`config.mk`:
```
export PLATFORM = sky130hd
export DESIGN_NAME = strobe_ack_rx
export DESIGN_NICKNAME = d
export VERILOG_FILES = /design/src/rtl/strobe_rx_pkg.sv /design/src/rtl/strobe_rx_sync.sv /design/src/rtl/strobe_rx_fsm.sv /design/src/rtl/strobe_rx_obuf.sv /design/src/rtl/strobe_ack_rx.sv
export SDC_FILE = /design/constraint.sdc
export NUM_CORES = 1
export LEC_CHECK = 0
export BUFFER_PORTS_ARGS = -buffer_cell sky130_fd_sc_hd__buf_2
export CAP_MARGIN = 5
export CORE_ASPECT_RATIO = 0.9
export CORE_UTILIZATION = 46
export CTS_CLUSTER_DIAMETER = 40
export DETAILED_ROUTE_END_ITERATION = 8
export GPL_ROUTABILITY_DRIVEN = 0
export PLACE_DENSITY_LB_ADDON = 0.12
export SLEW_MARGIN = 30
export SYNTH_ARGS = -nofsm -noshare
export SYNTH_HDL_FRONTEND = slang
export SYNTH_SLANG_ARGS = --single-unit
```
`constraint.sdc`:
```
create_clock -name clk -period 1.53 [get_ports clk]
set_input_delay 0.153 -clock clk [delete_from_list [all_inputs] [get_ports clk]]
set_output_delay 0.153 -clock clk [all_outputs]
set_load 0.03 [all_outputs]
```
`src/rtl/strobe_rx_pkg.sv`:
```
package strobe_rx_pkg;

    typedef enum logic [1:0] {
        HS_IDLE  = 2'd0,   // strobe high, nothing pending
        HS_WAIT  = 2'd1,   // request seen, buffer still occupied
        HS_S_ACK = 2'd2,   // single mode: byte taken, ack high
        HS_D_DAT = 2'd3    // double mode: ack high, awaiting data edge
    } hs_state_e;

    typedef struct packed {
        hs_state_e state;
        logic      ack;
        logic      dbl;
        logic      err;
    } hs_regs_t;

endpackage

```
`src/rtl/strobe_rx_sync.sv`:
```
module strobe_rx_sync #(
    parameter int STAGES = 2
) (
    input  logic clk,
    input  logic rst_n,
    input  logic async_i,
    output logic fall_o,
    output logic rise_o
);
    localparam int LAST = STAGES - 1;

    logic [STAGES-1:0] chain_d, chain_q;
    logic              prev_d,  prev_q;

    for (genvar i = 0; i < STAGES; i++) begin : g_stage
        if (i == 0) begin : g_first
            assign chain_d[i] = async_i;
        end else begin : g_next
            assign chain_d[i] = chain_q[i-1];
        end
    end

    always_comb begin
        prev_d = chain_q[LAST];
    end

    always_ff @(posedge clk or negedge rst_n) begin
        if (!rst_n) begin
            chain_q <= '1;
            prev_q  <= 1'b1;
        end else begin
            chain_q <= chain_d;
            prev_q  <= prev_d;
        end
    end

    assign fall_o = prev_q & ~chain_q[LAST];
    assign rise_o = ~prev_q & chain_q[LAST];

endmodule

```
`src/rtl/strobe_rx_fsm.sv`:
```
module strobe_rx_fsm
    import strobe_rx_pkg::*;
(
    input  logic clk,
    input  logic rst_n,
    input  logic mode_dbl_i,
    input  logic fall_i,
    input  logic rise_i,
    input  logic buf_full_i,
    input  logic err_clr_i,
    output logic capture_o,
    output logic ack_o,
    output logic dbl_o,
    output logic err_o
);
    hs_regs_t r_d, r_q;
    logic     err_set;

    always_comb begin
        r_d       = r_q;
        capture_o = 1'b0;
        err_set   = 1'b0;
        unique case (r_q.state)
            HS_IDLE: begin
                if (fall_i) begin
                    r_d.dbl = mode_dbl_i;
                    if (buf_full_i) begin
                        r_d.state = HS_WAIT;
                    end else if (mode_dbl_i) begin
                        r_d.state = HS_D_DAT;
                        r_d.ack   = 1'b1;
                    end else begin
                        capture_o = 1'b1;
                        r_d.state = HS_S_ACK;
                        r_d.ack   = 1'b1;
                    end
                end else if (rise_i) begin
                    err_set = 1'b1;
                end
            end
            HS_WAIT: begin
                if (rise_i) begin
                    err_set   = 1'b1;
                    r_d.state = HS_IDLE;
                end else if (!buf_full_i) begin
                    r_d.ack = 1'b1;
                    if (r_q.dbl) begin
                        r_d.state = HS_D_DAT;
                    end else begin
                        capture_o = 1'b1;
                        r_d.state = HS_S_ACK;
                    end
                end
            end
            HS_S_ACK: begin
                if (rise_i) begin
                    r_d.ack   = 1'b0;
                    r_d.state = HS_IDLE;
                end else if (fall_i) begin
                    err_set = 1'b1;
                end
            end
            HS_D_DAT: begin
                if (rise_i) begin
                    capture_o = 1'b1;
                    r_d.ack   = 1'b0;
                    r_d.state = HS_IDLE;
                end else if (fall_i) begin
                    err_set = 1'b1;
                end
            end
            default: r_d.state = HS_IDLE;
        endcase
        r_d.err = (r_q.err & ~err_clr_i) | err_set;
    end

    always_ff @(posedge clk or negedge rst_n) begin
        if (!rst_n) begin
            r_q <= '{state: HS_IDLE, ack: 1'b0, dbl: 1'b0, err: 1'b0};
        end else begin
            r_q <= r_d;
        end
    end

    assign ack_o = r_q.ack;
    assign dbl_o = r_q.dbl;
    assign err_o = r_q.err;

endmodule

```
`src/rtl/strobe_rx_obuf.sv`:
```
module strobe_rx_obuf #(
    parameter int DATA_W = 8
) (
    input  logic              clk,
    input  logic              rst_n,
    input  logic              load_i,
    input  logic [DATA_W-1:0] data_i,
    input  logic              ready_i,
    output logic              valid_o,
    output logic [DATA_W-1:0] data_o
);
    typedef struct packed {
        logic              valid;
        logic [DATA_W-1:0] data;
    } obuf_t;

    obuf_t b_d, b_q;

    always_comb begin
        b_d = b_q;
        if (b_q.valid && ready_i) begin
            b_d.valid = 1'b0;
        end
        if (load_i) begin
            b_d.valid = 1'b1;
            b_d.data  = data_i;
        end
    end

    always_ff @(posedge clk or negedge rst_n) begin
        if (!rst_n) begin
            b_q <= '0;
        end else begin
            b_q <= b_d;
        end
    end

    assign valid_o = b_q.valid;
    assign data_o  = b_q.data;

endmodule

```
`src/rtl/strobe_ack_rx.sv`:
```
module strobe_ack_rx #(
    parameter int DATA_W      = 8,
    parameter int SYNC_STAGES = 2
) (
    input  logic              clk,
    input  logic              rst_n,
    input  logic              mode_dbl_i,
    input  logic              stb_n_i,
    input  logic [DATA_W-1:0] data_i,
    output logic              ack_o,
    output logic              out_valid_o,
    output logic [DATA_W-1:0] out_data_o,
    input  logic              out_ready_i,
    input  logic              err_clr_i,
    output logic              proto_err_o
);
    logic fall_w, rise_w, capture_w, valid_w, dbl_w;

    strobe_rx_sync #(.STAGES(SYNC_STAGES)) sync_i (
        .clk     (clk),
        .rst_n   (rst_n),
        .async_i (stb_n_i),
        .fall_o  (fall_w),
        .rise_o  (rise_w)
    );

    strobe_rx_fsm fsm_i (
        .clk        (clk),
        .rst_n      (rst_n),
        .mode_dbl_i (mode_dbl_i),
        .fall_i     (fall_w),
        .rise_i     (rise_w),
        .buf_full_i (valid_w),
        .err_clr_i  (err_clr_i),
        .capture_o  (capture_w),
        .ack_o      (ack_o),
        .dbl_o      (dbl_w),
        .err_o      (proto_err_o)
    );

    strobe_rx_obuf #(.DATA_W(DATA_W)) obuf_i (
        .clk     (clk),
        .rst_n   (rst_n),
        .load_i  (capture_w),
        .data_i  (data_i),
        .ready_i (out_ready_i),
        .valid_o (valid_w),
        .data_o  (out_data_o)
    );

    assign out_valid_o = valid_w;

endmodule

```
[After elaboration in Yosys (flattened, before gate mapping)]
Index checks and enable logic that the tools add are counted.
Operators by class
  reductions and logical operators: 7
  muxes and demuxes: 24
  equality and inequality tests: 9
  bitwise operators: 7
Operators by type and width (count)
  1-bit 2-to-1 mux: 14
  9-bit 2-to-1 mux: 1
  3-bit one-hot mux with 3 select lines: 1
  2-bit != test (second input constant): 4
  2-bit 2-to-1 mux: 3
  3-bit 2-to-1 mux: 2
  1-bit one-hot mux with 3 select lines: 2
  5-bit AND reduction: 1
  2-bit == test (second input constant): 2
  4-bit 2-to-1 mux: 1
  1-bit bitwise AND: 3
  3-bit != test (second input constant): 1
  1-bit inverter: 3
  3-bit AND reduction: 1
  2-bit by 1-bit == test with 1-bit output (second input constant): 1
  2-bit zero test: 1
  2-bit by 1-bit != test with 1-bit output (second input constant): 1
  2-bit AND reduction: 1
  2-bit nonzero test: 1
  2-bit OR reduction: 1
  1-bit logical AND: 1
  1-bit OR: 1
Storage, ports and cells
  register bits after elaboration: 17
  input bits: 14
  output and inout bits: 11

[Logic depth before layout (Yosys ltp)]
  word-level depth: 6
  mapped depth: 6

[Modules after synthesis]
Synthesis repeated with hierarchy kept, for this count alone.
Second synthesis, totals
  cells, all modules: 51
  area total of the unflattened synthesis: 733.2 um2
Modules (own cells, without submodules)
  strobe_rx_obuf: area each 369.1 um2, cells an instance 20, sequential area each 225.2 um2, times used 1
  strobe_rx_fsm: area each 270.3 um2, cells an instance 26, sequential area each 125.1 um2, times used 1
  strobe_rx_sync: area each 93.8 um2, cells an instance 5, sequential area each 78.8 um2, times used 1

[Worst setup path after synthesis]
No wires, ideal clock.
  path type: flip-flop to flip-flop
  start: reg obuf_i.b_q, in the netlist obuf_i.valid_o
  end: reg obuf_i.b_q, in the netlist obuf_i.data_o[0]
  clock period less this slack: 1599 ps
  data arrival time: 1465 ps
  data required time: 1396 ps
  slack: -69 ps
  path buffers: 2
  stages on the path, launching flop included: 6
  cell sequence: dfrtp_1 clkbuf_1 nor3_2 a31o_1 buf_6 o211ai_1
On the way
  cells in the longest elaborated chain, start to end: 3
RTL lines
  start: declaration: line strobe_rx_obuf.sv:17  | obuf_t b_d, b_q;
  start signal: assignment: line strobe_rx_obuf.sv:32  | b_q <= '0;
  start signal: assignment: line strobe_rx_obuf.sv:34  | b_q <= b_d;
  1-bit 2-to-1 mux, on equally long branches: line strobe_rx_fsm.sv:45, strobe_rx_fsm.sv:27
  1-bit 2-to-1 mux, on equally long branches: line strobe_rx_fsm.sv:42, strobe_rx_fsm.sv:25
  1-bit one-hot mux with 3 select lines (*): line strobe_rx_fsm.sv:23  | unique case (r_q.state)
Every way passes the cells marked *; elsewhere a longest branch is shown, timed or not.
A chain may end at the register's enable or synchronous reset.

[Worst setup path after layout]
  start: reg sync_i.prev_q
  end: reg obuf_i.b_q, in the netlist obuf_i.data_o[6]
On the way
  cells in the longest elaborated chain, start to end: 4
RTL lines
  start: declaration: line strobe_rx_sync.sv:13  | logic prev_d, prev_q;
  start signal: assignment: line strobe_rx_sync.sv:33  | prev_q <= prev_d;
  1-bit inverter: line strobe_rx_sync.sv:38  | assign rise_o = ~prev_q & chain_q[LAST];
  1-bit bitwise AND: line strobe_rx_sync.sv:38
  1-bit 2-to-1 mux, on equally long branches: line strobe_rx_fsm.sv:64, strobe_rx_fsm.sv:42
  1-bit one-hot mux with 3 select lines (*): line strobe_rx_fsm.sv:23
Marked as above.

==> run summary <==
The length of the first detailed-routing pass in iterations is 4. The internal power of the cells totals roughly 1.1 mW. The net count of the finished layout came out at 147. The fraction of power consumed by sequential logic came out at 37.6%. The distinct cell type count after synthesis is 34. In this run the static leakage power is between 0.5 and 0.6 nW.

The dominant cell type by area after synthesis is sky130_fd_sc_hd__dfrtp_1. The final layout contains routed wiring with a total length of ~2200 microns. The width of the chip came out at approximately 50 microns. The count of buffers from port buffering is 24.

The category of the most critical setup path is reg2reg. After synthesis the netlist holds a flip-flop and latch count of 17. The maximum frequency from static timing analysis is 661 MHz. The DRC violation total after the first TritonRoute iteration is 17. The part of the power in combinational logic is 50.1%. The placed wire-length estimate is 1520 microns. The detail-routed via count per cell came out at 5.65. Global routing used a little over a fifth of the available tracks.

The final critical delay including setup and external delays is 1.51 ns. The number of antenna violations at the first check in global routing is 0. Setup repair after global routing could not meet its margin everywhere. STA puts the critical path data arrival time at approximately 1.7 ns.

The floorplan has 15 rows. The clock net sink count is 17. The post-CTS clock slew at the launch and capture registers of the worst setup and hold paths is around 0.10 ns. The highest net fanout along the worst path is 5. The area overhead of the layout relative to synthesis came out at 28.5%. The number of clock buffers inserted by TritonCTS came out at 3.

The H-tree level count is 1. The number of remaining DRC errors came out at 0. STA classifies the critical path startpoint as a flip-flop. The clock tree root driver cell is sky130_fd_sc_hd__clkbuf_4.

Summed over its instances, the top area cell type makes up a little over a third of the synthesized netlist area. The flow ran to the end, and the final reports show no timing, DRC or antenna violations. The final routed wire length divided by cell count came out at between 10 and 15 microns. The initial core utilization is roughly 50%.

The final count of hold timing violations was 0. The switching portion of total power is 44.2%. The gate count after technology mapping came out at 97. The worst-skew pair later-pin latency is ~0.29 ns. The final setup skew came out at 0.00838 ns. The longest clock path from root to sink contains 2 buffers. The die area is between 2000 and 2500 sq um. The number of nets in the synthesized netlist is 111. The critical path data required time is 1.70 ns. The number of pins exceeding their max-slew limit in the final report came out at 0. The worst relative slew slack is 74.7%. The flop-to-flop setup slack came out at 0.02 ns. The worst hold path begins at err_clr_i. Across the VDD grid, the largest voltage drop is 0.871 mV. The share of power burned in the clock network came out at between 10% and 20%.

The sequential cell area fraction in the yosys report came out at 44.2%. The mean instance size in the synthesized netlist came out at 10.0 sq um. The kind of path behind the tightest hold check is in2reg. TritonCTS built the clock tree.

The count of synthesis-stage warnings from yosys came out at 0. The placeable core region is 1950 sq um. Setup violations remaining at the end of the flow were counted as 0.

The number of inserted filler cells in the final layout is around 170. The fraction of layout instances using a drive strength above 1 came out at 42.4%. The power after layout came out at ~1.9 mW. STA classifies the critical path endpoint as a flip-flop. The number of max-cap violations is 0. The power density over the cells is around 1500 nW/um^2. The total standard cell area after synthesis is between 900 and 1000 sq um. The top-level I/O count came out at 25. The via count of the first global-routing pass came out at 822. The pin count of the biggest net entering global routing is 18. The routed layout has 887 vias. The slew of the pin with the lowest slew margin came out at 0.379 ns. The wire length of the first global-routing pass came out at 3570 microns. The switching power summed over all nets came out at 848 uW. The count of antenna-violating nets left after detailed routing is 0. The most critical setup path has its startpoint at sync_i.prev_q$_DFF_PN1_. After synthesis, the cell types taking the most area are sky130_fd_sc_hd__dfrtp_1 36%, sky130_fd_sc_hd__dfstp_2 8.1%, sky130_fd_sc_hd__a32oi_1 7.2%. The total negative slack is 0 ns.

Dividing the final minimum period by the clock period gives 98.9%. After global routing the overflow that remains totals 0. The die span in y is roughly 46 microns. The diode insertion count for antenna repair is 0. The startpoint of the worst-slack reg-to-reg timing path is sync_i.prev_q$_DFF_PN1_.
==> layer usage <==
metal / share of wire [%] / vias to the layer above / track usage, %
li1: - / 433 / -
met1: 46 / 420 / 26.9
met2: 47 / 32 / 34.1
met3: 6.3 / 2 / 6.67
met4: 0.54 / 0 / 6.11
met5: 0 / - / 0
==> power groups by stage <==
stage,clock [mW],combinational (mW),sequential [mW]
floorplan,0,0.401,0.956
global placement,0,0.893,0.717
detailed placement,0,0.903,0.719
CTS,0.245,0.911,0.711
global route,0.267,1.04,0.745
finish,0.236,0.961,0.723
==> registers in the layout (all words and copies together) (netlist names) <==
signal and flops:
fsm_i.r_q 2, fsm_i.err_o 1, sync_i.prev_q 1, sync_i.chain_q 2, fsm_i.dbl_o 1, fsm_i.ack_o 1
obuf_i.valid_o 1, obuf_i.data_o 8
==> placed cells by master (no fill, tap or decap), types with 2 or more instances in the layout <==
cell type and count:
sky130_fd_sc_hd__clkbuf_4 3, sky130_fd_sc_hd__o21ai_1 2, sky130_fd_sc_hd__o211ai_1 8, sky130_fd_sc_hd__dfrtp_1 14, sky130_fd_sc_hd__buf_4 12, sky130_fd_sc_hd__nand2_1 4
sky130_fd_sc_hd__o21ai_2 6, sky130_fd_sc_hd__nor2b_1 2, sky130_fd_sc_hd__inv_1 2, sky130_fd_sc_hd__nor2_1 4, sky130_fd_sc_hd__dfstp_2 3, sky130_fd_sc_hd__nand3_1 8
sky130_fd_sc_hd__o21a_1 2, sky130_fd_sc_hd__buf_6 2, sky130_fd_sc_hd__and2_1 8, sky130_fd_sc_hd__a32oi_1 8, sky130_fd_sc_hd__dlygate4sd3_1 2, sky130_fd_sc_hd__buf_2 24
==> path summary, 6_finish.rpt <==
| check | endpoint | cells past startpoint |
|---|---|---|
| worst max-delay path | obuf_i.data_o[6]$_DFFE_PN0P_ | 4 |
| worst min-delay path | fsm_i.err_o$_DFF_PN0_ | 2 |
| worst max register to register | obuf_i.data_o[6]$_DFFE_PN0P_ | 4 |
| worst min register to register | sync_i.chain_q[1]$_DFF_PN1_ | 0 |
| max in group asynchronous | sync_i.chain_q[1]$_DFF_PN1_ | 2 |
| min in group asynchronous | fsm_i.r_q[3]$_DFFE_PN0P_ | 2 |
==> through the flow <==
stage | utilization [%] | hold WS (ns) | std cells | worst slack (ns) | cell area (sq um)
after floorplan | - | -0.143 | 97 | 0.0168 | 978
after global placement | 58.7 | 0.0926 | 149 | 0.0439 | 1150
after detailed placement | 58.7 | 0.0926 | 149 | 0.0256 | 1150
after CTS | 61.2 | 0.0806 | 155 | 0.00204 | 1190
after global routing | 63.9 | 0.0811 | 157 | -0.0299 | 1250
final | 63.9 | 0.0875 | 157 | 0.0175 | 1250
==> synthesized netlist by cell type <==
library cell,count
sky130_fd_sc_hd__a211o_1,1
sky130_fd_sc_hd__a211oi_1,1
sky130_fd_sc_hd__a21oi_1,1
sky130_fd_sc_hd__a2bb2oi_1,1
sky130_fd_sc_hd__a31o_1,1
sky130_fd_sc_hd__a32oi_1,8
sky130_fd_sc_hd__and2_1,8
sky130_fd_sc_hd__and4b_1,1
sky130_fd_sc_hd__buf_1,1
sky130_fd_sc_hd__buf_2,1
sky130_fd_sc_hd__buf_6,5
sky130_fd_sc_hd__clkbuf_1,2
sky130_fd_sc_hd__dfrtp_1,14
sky130_fd_sc_hd__dfstp_2,3
sky130_fd_sc_hd__inv_1,2
sky130_fd_sc_hd__nand2_1,4
sky130_fd_sc_hd__nand2b_1,1
sky130_fd_sc_hd__nand3_1,8
sky130_fd_sc_hd__nand3b_1,1
sky130_fd_sc_hd__nor2_1,4
sky130_fd_sc_hd__nor2b_1,2
sky130_fd_sc_hd__nor3_2,1
sky130_fd_sc_hd__nor3b_1,1
sky130_fd_sc_hd__nor4b_2,1
sky130_fd_sc_hd__o211ai_1,8
sky130_fd_sc_hd__o21a_1,2
sky130_fd_sc_hd__o21ai_0,1
sky130_fd_sc_hd__o21ai_1,7
sky130_fd_sc_hd__o21ai_2,1
sky130_fd_sc_hd__o21bai_1,1
sky130_fd_sc_hd__o221ai_1,1
sky130_fd_sc_hd__or2_2,1
sky130_fd_sc_hd__or2b_1,1
sky130_fd_sc_hd__or4b_1,1
==> kinds of logic (layout without fill, tap and decap cells) <==
family,Yosys count,after routing,share of synthesized area [%]
flip-flops,17,17,44.2
AND/OR/NAND/NOR,35,35,21.9
AO/OA/AOI/OAI,34,34,25.6
buffers and inverters,11,46,8.25
==> worst max-delay path, cell delays in order (launching register included) <==
cell and delay, ns:
sky130_fd_sc_hd__dfstp_2 0.54, sky130_fd_sc_hd__or4b_4 0.47, sky130_fd_sc_hd__buf_6 0.16, sky130_fd_sc_hd__o21ai_2 0.11, sky130_fd_sc_hd__o211ai_1 0.10
==> cell type report <==
type | instances | area [sq um] | area share [%]
well taps | 25 | 31.3 | 2.51
flip-flops and latches | 17 | 429 | 34.4
multi-input cells | 69 | 499 | 40.0
repair buffers | 40 | 253 | 20.3
clock inverters | 1 | 5.00 | 0.401
clock buffers | 3 | 22.5 | 1.81
inverters | 2 | 7.51 | 0.602
==> repair_timing <==
item / in CTS / in global routing
hold buffers: 2 / 0
setup endpoints to repair: 0 / 9
resized for setup: 0 / 11
endpoints found under the hold margin: 15 / 0
setup buffers: 0 / 1
Note: power is estimated with default switching activity, not from simulation.
